$ cat src/rtl/uart_reg_pkg.sv
package uart_reg_pkg;
  // Word indices of the register window
  localparam int IX_DATA  = 0;
  localparam int IX_FLAG  = 6;
  localparam int IX_LPDIV = 8;
  localparam int IX_IBAUD = 9;
  localparam int IX_FBAUD = 10;
  localparam int IX_LINE  = 11;
  localparam int IX_CTRL  = 12;
  localparam int IX_LEVEL = 13;
  localparam int IX_MASK  = 14;
  localparam int IX_RAW   = 15;
  localparam int IX_MSKD  = 16;
  localparam int IX_CLR   = 17;
  localparam int IX_DMA   = 18;

  // Interrupt source positions inside the raw / mask words
  localparam int IRQ_LSB  = 4;  // receive source bit, transmit is next
  localparam int LINE_DEEP_BIT = 4;

  localparam logic [15:0] CTRL_RST  = 16'h0300;
  localparam logic [5:0]  LEVEL_RST = 6'h12;

  function automatic logic [7:0] ident_byte(input logic [2:0] i);
    case (i)
      3'd0: ident_byte = 8'h11;
      3'd1: ident_byte = 8'h10;
      3'd2: ident_byte = 8'h14;
      3'd3: ident_byte = 8'h00;
      3'd4: ident_byte = 8'h0D;
      3'd5: ident_byte = 8'hF0;
      3'd6: ident_byte = 8'h05;
      default: ident_byte = 8'hB1;
    endcase
  endfunction
endpackage

$ cat src/rtl/urf_id_rom.sv
module urf_id_rom (
  input  logic [2:0] idx,
  output logic [7:0] id_byte
);
  import uart_reg_pkg::*;
  always_comb id_byte = ident_byte(idx);
endmodule

$ cat src/rtl/urf_rx_fifo.sv
module urf_rx_fifo #(
  parameter int DATA_W = 8,
  parameter int DEPTH  = 16,
  parameter int CNT_W  = $clog2(DEPTH + 1),
  parameter int PTR_W  = $clog2(DEPTH)
) (
  input  logic              clk,
  input  logic              rst,
  input  logic              deep,
  input  logic              in_valid,
  input  logic [DATA_W-1:0] in_data,
  output logic              in_ready,
  input  logic              rd_en,
  output logic [DATA_W-1:0] rd_data,
  output logic [CNT_W-1:0]  count,
  output logic              pushed,
  output logic              popped
);
  logic [DATA_W-1:0] mem [DEPTH];
  logic [PTR_W-1:0]  wp, rp;
  logic              at_cap;

  function automatic logic [PTR_W-1:0] step(input logic [PTR_W-1:0] p);
    step = (p == PTR_W'(DEPTH - 1)) ? '0 : p + 1'b1;
  endfunction

  assign at_cap   = deep ? (count == CNT_W'(DEPTH)) : (count != '0);
  assign in_ready = !at_cap;
  assign pushed   = in_valid && !at_cap;
  assign popped   = rd_en && (count != '0);

  // Storage without reset and with a registered read port
  always_ff @(posedge clk) begin
    if (pushed) mem[wp] <= in_data;
    if (rd_en)  rd_data <= mem[rp];
  end

  always_ff @(posedge clk) begin
    if (rst) begin
      wp    <= '0;
      rp    <= '0;
      count <= '0;
    end else begin
      if (pushed) wp <= step(wp);
      if (popped) rp <= step(rp);
      case ({pushed, popped})
        2'b10:   count <= count + 1'b1;
        2'b01:   count <= count - 1'b1;
        default: count <= count;
      endcase
    end
  end
endmodule

$ cat src/rtl/uart_reg_front.sv
module uart_reg_front #(
  parameter int ADDR_W     = 10,
  parameter int BUS_W      = 16,
  parameter int DATA_W     = 8,
  parameter int FIFO_DEPTH = 16
) (
  input  logic              clk,
  input  logic              rst,
  input  logic              bus_sel,
  input  logic              bus_wr,
  input  logic [ADDR_W-1:0] bus_addr,
  input  logic [BUS_W-1:0]  bus_wdata,
  output logic [BUS_W-1:0]  bus_rdata,
  output logic              bus_rvalid,
  input  logic [DATA_W-1:0] rx_data,
  input  logic              rx_valid,
  output logic              rx_ready,
  output logic [DATA_W-1:0] tx_data,
  output logic              tx_valid,
  output logic              irq
);
  import uart_reg_pkg::*;

  localparam int CNT_W = $clog2(FIFO_DEPTH + 1);
  localparam int PTR_W = $clog2(FIFO_DEPTH);

  logic [7:0]  lpdiv_q;
  logic [15:0] ibaud_q;
  logic [5:0]  fbaud_q;
  logic [7:0]  line_q;
  logic [15:0] ctrl_q;
  logic [5:0]  level_q;
  logic [10:0] mask_q, mask_d;
  logic [2:0]  dma_q;
  logic [1:0]  raw_q, raw_d;   // [0] receive, [1] transmit

  logic              wr_en, rd_en, rd_data_en, is_ident;
  logic [CNT_W-1:0]  rx_count;
  logic [DATA_W-1:0] fifo_q;
  logic              pushed, popped;
  logic [7:0]        id_byte;
  logic [BUS_W-1:0]  rdata_q, rd_mux;
  logic              sel_fifo_q;
  logic [7:0]        flags;

  assign wr_en      = bus_sel && bus_wr;
  assign rd_en      = bus_sel && !bus_wr;
  assign rd_data_en = rd_en && (bus_addr == ADDR_W'(IX_DATA));
  assign is_ident   = (bus_addr[ADDR_W-1:3] == '1);

  urf_rx_fifo #(
    .DATA_W(DATA_W), .DEPTH(FIFO_DEPTH), .CNT_W(CNT_W), .PTR_W(PTR_W)
  ) u_fifo (
    .clk(clk), .rst(rst), .deep(line_q[LINE_DEEP_BIT]),
    .in_valid(rx_valid), .in_data(rx_data), .in_ready(rx_ready),
    .rd_en(rd_data_en), .rd_data(fifo_q), .count(rx_count),
    .pushed(pushed), .popped(popped)
  );

  urf_id_rom u_id (.idx(bus_addr[2:0]), .id_byte(id_byte));

  assign flags = {1'b1, (rx_count == CNT_W'(FIFO_DEPTH)), 1'b0,
                  (rx_count == '0), 4'b0};

  // Interrupt and mask next state
  always_comb begin
    raw_d  = raw_q;
    mask_d = mask_q;
    if (wr_en && bus_addr == ADDR_W'(IX_CLR))
      raw_d = raw_d & ~bus_wdata[IRQ_LSB +: 2];
    if (wr_en && bus_addr == ADDR_W'(IX_MASK))
      mask_d = bus_wdata[10:0];
    if (wr_en && bus_addr == ADDR_W'(IX_DATA))
      raw_d[1] = 1'b1;
    if (pushed && !popped && rx_count == '0)
      raw_d[0] = 1'b1;
    else if (popped && !pushed && rx_count == CNT_W'(1))
      raw_d[0] = 1'b0;
  end

  // Read multiplexer
  always_comb begin
    rd_mux = '0;
    if (is_ident) rd_mux = BUS_W'(id_byte);
    else begin
      case (bus_addr)
        ADDR_W'(IX_FLAG):  rd_mux = BUS_W'(flags);
        ADDR_W'(IX_LPDIV): rd_mux = BUS_W'(lpdiv_q);
        ADDR_W'(IX_IBAUD): rd_mux = BUS_W'(ibaud_q);
        ADDR_W'(IX_FBAUD): rd_mux = BUS_W'(fbaud_q);
        ADDR_W'(IX_LINE):  rd_mux = BUS_W'(line_q);
        ADDR_W'(IX_CTRL):  rd_mux = BUS_W'(ctrl_q);
        ADDR_W'(IX_LEVEL): rd_mux = BUS_W'(level_q);
        ADDR_W'(IX_MASK):  rd_mux = BUS_W'(mask_q);
        ADDR_W'(IX_RAW):   rd_mux = BUS_W'({raw_q, 4'b0});
        ADDR_W'(IX_MSKD):  rd_mux = BUS_W'({raw_q & mask_q[IRQ_LSB +: 2], 4'b0});
        ADDR_W'(IX_DMA):   rd_mux = BUS_W'(dma_q);
        default:           rd_mux = '0;
      endcase
    end
  end

  always_ff @(posedge clk) begin
    if (rst) begin
      lpdiv_q    <= '0;
      ibaud_q    <= '0;
      fbaud_q    <= '0;
      line_q     <= '0;
      ctrl_q     <= CTRL_RST;
      level_q    <= LEVEL_RST;
      mask_q     <= '0;
      dma_q      <= '0;
      raw_q      <= '0;
      irq        <= 1'b0;
      tx_data    <= '0;
      tx_valid   <= 1'b0;
      rdata_q    <= '0;
      sel_fifo_q <= 1'b0;
      bus_rvalid <= 1'b0;
    end else begin
      raw_q      <= raw_d;
      mask_q     <= mask_d;
      irq        <= |(raw_d & mask_d[IRQ_LSB +: 2]);
      tx_valid   <= wr_en && bus_addr == ADDR_W'(IX_DATA);
      bus_rvalid <= rd_en;
      if (rd_en) begin
        rdata_q    <= rd_mux;
        sel_fifo_q <= rd_data_en;
      end
      if (wr_en) begin
        case (bus_addr)
          ADDR_W'(IX_DATA):  tx_data <= bus_wdata[DATA_W-1:0];
          ADDR_W'(IX_LPDIV): lpdiv_q <= bus_wdata[7:0];
          ADDR_W'(IX_IBAUD): ibaud_q <= bus_wdata[15:0];
          ADDR_W'(IX_FBAUD): fbaud_q <= bus_wdata[5:0];
          ADDR_W'(IX_LINE):  line_q  <= bus_wdata[7:0];
          ADDR_W'(IX_CTRL):  ctrl_q  <= bus_wdata[15:0];
          ADDR_W'(IX_LEVEL): level_q <= bus_wdata[5:0];
          ADDR_W'(IX_DMA):   dma_q   <= bus_wdata[2:0];
          default: ;
        endcase
      end
    end
  end

  assign bus_rdata = sel_fifo_q ? BUS_W'(fifo_q) : rdata_q;
endmodule

$ cat config.mk
export PLATFORM = sky130hd
export DESIGN_NAME = uart_reg_front
export DESIGN_NICKNAME = d
export VERILOG_FILES = /design/src/rtl/uart_reg_pkg.sv /design/src/rtl/urf_id_rom.sv /design/src/rtl/urf_rx_fifo.sv /design/src/rtl/uart_reg_front.sv
export SDC_FILE = /design/constraint.sdc
export NUM_CORES = 1
export LEC_CHECK = 0
export BUFFER_PORTS_ARGS = -buffer_cell sky130_fd_sc_hd__buf_2
export CAP_MARGIN = 5
export CORE_ASPECT_RATIO = 1.75
export CORE_MARGIN = 3
export CORE_UTILIZATION = 60
export DETAILED_ROUTE_END_ITERATION = 6
export PLACE_DENSITY_LB_ADDON = 0.05
export SLEW_MARGIN = 5
export SYNTH_ARGS = -nofsm -noshare
export SYNTH_HDL_FRONTEND = slang
export SYNTH_SLANG_ARGS = --single-unit
$ cat constraint.sdc
create_clock -name clk -period 4.9 [get_ports clk]
set_input_delay 0.98 -clock clk [delete_from_list [all_inputs] [get_ports clk]]
set_output_delay 0.98 -clock clk [all_outputs]
set_load 0.005 [all_outputs]
==> summary.md <==
| Metric | Value |
|---|---|
| Outcome | finished, final reports clean |
| Total iterations of the first detailed-routing run | 5 |
| Aggregate global routing overflow | 0 |
| Detailed-route DRC error count | 0 |
| Number of enable-type register cells in the synthesized netlist | roughly 140 |
| Final clock period utilization by the worst path | 0.687 |
| Worst min path class | flip-flop to flip-flop |
| Total number of yosys warnings | 0 |
| Post-CTS setup buffers | 0 |
| Static Leakage | around 4.1 nW |
| Number of buffers between clock root and the deepest sink | 3 |
| Reg2Reg Launch Point | u_fifo.count[0] |
| Upper clock frequency limit | approximately 300 MHz |
| Number of cells produced by synthesis | 854 |
| Total count of max-transition violations in the final report | 0 |
| Global placer's final weighted congestion | around 1 |
| Kind of start point of the critical path | flip-flop |
| Total via count in the routed design | 7046 |
| CP max FO | 8 |
| Overall die height | 182 um |
| Total of buffers placed on input and output ports | between 60 and 70 |
| Wire length reported by the detailed router | around 27 mm |
| Worst R2R Setup Slack | 1.53 ns |
| Total clock buffers created by CTS | 22 |
| Placed Instances | ~1100 |
| Average cell area after synthesis | 12.4 um^2 |
| Number of cells on the worst reg-to-reg path | 8 |
| Endpoint of the worst register-to-register path | u_fifo.mem[13][5] |
| Data arrival at the endpoint of the critical path | 3.49 ns |
| Primary flip-flop cell chosen by synthesis mapping | edfxtp_1 |
| Count of standard-cell rows | 63 |
| Vias in the first global route | approximately 7100 |
| Number of buffers and inverters on the critical path | 2 |
| Termination of the worst setup path | u_fifo.mem[13][5] |
| RSZ-0062 raised after global routing | false |
| Data required time of the critical path | ~5 ns |
| Slowest stage cell on the critical path | nor2_1 |
| Logic depth of the worst setup path including buffers | 8 |
| Capturing element type of the critical path | flip-flop |
| Total number of nets in the final design | between 900 and 1000 |
| Wire length of the first global-routing pass | 41.7 mm |
| Remaining max-slew budget at the tightest pin | 0.261 |
| CP peak stage delay | approximately 0.74 ns |
| Average wire per cell in the routed design | 23.8 um |
| Share of layout cells above drive strength 1 | 0.196 |
| Number of antenna violations at the first check in global routing | 1 |
| Cell at the root of the clock tree | clkbuf_16 |
| CP delay by family, top | simple AND/OR/NAND/NOR gates |
| DRC violation total after the first TritonRoute iteration | 502 |
| H-tree Lvls | 1 |
| Synthesis-to-finish area growth | 11.1% |
| Crit path cell chain | inv_1 > ha_1 > or4b_1 > o21ai_0 > nand2_1 > inv_1 > nand2_1 > nor2_1 |
| Max-capacitance violation count | 0 |
| Maximum number of pins on one net before global-route repair | 57 |
| Mapped Nets | 903 |
| Synthesized cell area | between 10000 and 15000 um^2 |
| Count of distinct cell types in the synthesized netlist | 58 |
| Synth async-reset ratio | 0 |
| Vias per cell | slightly above 6 |
| Quantity of gates resized following cts | 0 |
| Detailed placer's ending HPWL | between 15 and 20 mm |
| Peak supply drop | approximately 0.35 mV |
| Clock latency on the worst-skew pair | roughly 0.50 ns |
| Hold Fails Final Rpt | 0 |
| Layout Cells excl Fill | between 1000 and 1500 |
| Core ar. | 17100 um^2 |
| Critical path class | flip-flop to flip-flop |
| Cell area power density | between 300 and 400 nW/um^2 |
| Flops & latches, synth | between 200 and 300 |
| Register clock-pin slew on the reported worst setup and hold paths | about 0.070 ns |
| Final min period | between 3 and 4 ns |
| # hold bufs at CTS | 0 |
| Layout filler cell count | roughly 1200 |
| Share of the yosys chip area belonging to registers | 0.607 |
| Slew at the pin closest to its max-slew limit | ~1.1 ns |
| Effective utilization at floorplan | 0.619 |
| Num ports | 67 |
| Timing startpoint of the critical path | u_fifo.count[0] |
| Die Wd | ~110 um |
| Setup TNS | 0 ns |
| CTS tree | built |
| Number of failing setup endpoints in the final timing report | 0 |
| Post-route clock skew | 0.0118 ns |
| Number of antenna-violating nets in the routed design | 0 |
| Number of clock sinks | around 250 |
| Die outline area | 19300 um^2 |
| Total global routing track utilization | 0.285 |
==> sequential cells by signal (all words and copies together), names as in the netlist, 4 cells and up <==
| signal | flops |
|---|---|
| u_fifo.mem | 128 |
| ctrl_q | 16 |
| ibaud_q | 16 |
| rdata_q | 16 |
| mask_q | 11 |
| line_q | 8 |
| lpdiv_q | 8 |
| tx_data | 8 |
| u_fifo.rd_data | 8 |
| fbaud_q | 6 |
| level_q | 6 |
| u_fifo.count | 5 |
| u_fifo.rp | 4 |
| u_fifo.wp | 4 |
==> tightest hold or removal path: stages, from the launching register on <==
cell	delay [ns]
dfxtp_1	0.32
nand2_1	0.04
o21ai_0	0.05
==> per-stage QoR <==
stage	worst slack (ns)	util	power [mW]	hold slack, ns	cell area, um^2
after CTS	1.54	0.688	4.31	0.450	11800
after detailed placement	1.32	0.646	2.63	0.435	11100
final	1.53	0.688	4.28	0.447	11800
after global placement	1.35	0.646	2.62	0.428	11100
after global routing	1.33	0.688	4.42	0.471	11800
after floorplan	1.94	-	2.50	0.417	10600
==> cell type report <==
type	count	area, um^2	area share
timing repair buffer	77	413	0.0351
multi-input combinational	534	3890	0.330
clock inverter	10	88.8	0.00755
sequential	253	6430	0.546
clock buffer	29	619	0.0526
inverter	12	45.0	0.00383
antenna	1	2.50	0.000213
tap	227	284	0.0241
==> report_power, final <==
group / switching (mW) / internal (mW)
sequential: 0.0238 / 2.27
clock: 0.744 / 0.950
combinational: 0.192 / 0.0950
==> cells by family after synthesis <==
group	Yosys count	share of synthesized area
AO/OA/AOI/OAI	135	0.0776
XOR/XNOR	6	0.00496
adder cells (fa/ha/maj)	10	0.0118
buffers and inverters	67	0.0262
flip-flops	253	0.607
multiplexers	97	0.144
AND/OR/NAND/NOR	286	0.129
==> how the worst min path moves through the flow <==
stage                      startpoint           to  slack [ns]  cells past startpoint
after floorplan           rdata_q[10]  rdata_q[10]        0.42                      2
after global placement    rdata_q[12]  rdata_q[12]        0.43                      2
after detailed placement  rdata_q[12]  rdata_q[12]        0.43                      2
after CTS                 rdata_q[12]  rdata_q[12]        0.45                      2
after global routing        ctrl_q[6]    ctrl_q[6]        0.47                      2
final                     rdata_q[12]  rdata_q[12]        0.45                      2
==> cell usage in the layout (no fill, tap or decap), types with 3 or more instances in the layout <==
cell       count
edfxtp_1     136
dfxtp_1      116
nand2_1      115
nor2_1        77
buf_2         66
a21oi_1       65
mux2i_1       44
mux4_2        43
nand3_1       33
o21ai_0       23
clkbuf_16     23
nor2b_1       14
inv_1         12
buf_4         11
mux2_2        10
nor3_1        10
a22oi_1       10
ha_1          10
a31oi_1        6
and3_1         5
a32oi_1        5
nand4_1        4
or3_1          4
o2bb2ai_1      4
xor2_1         4
clkinv_2       4
nor4_4         3
nand2b_1       3
a311oi_1       3
a221oi_1       3
clkbuf_1       3
==> cell usage after synthesis (10+ instances only) <==
library cell | n | area [um^2]
edfxtp_1 | 136 | 4080
dfxtp_1 | 117 | 2340
nand2_1 | 115 | 432
nor2_1 | 77 | 289
a21oi_1 | 65 | 325
mux2i_1 | 44 | 440
mux4_2 | 43 | 968
clkbuf_1 | 35 | 131
nand3_1 | 33 | 165
o21ai_0 | 23 | 115
nor2b_1 | 14 | 87.6
buf_2 | 12 | 60.1
inv_1 | 12 | 45.0
a22oi_1 | 10 | 75.1
ha_1 | 10 | 125
mux2_2 | 10 | 113
nor3_1 | 10 | 50.1
==> per-layer routing <==
metal,share of wire,wire length (um),global-route usage
met1,0.33,9090,0.309
met4,0.053,1450,0.138
met5,0,0,0
met2,0.56,15200,0.537
met3,0.056,1530,0.0374
No activity file was read; power rests on OpenSTA's default activity.
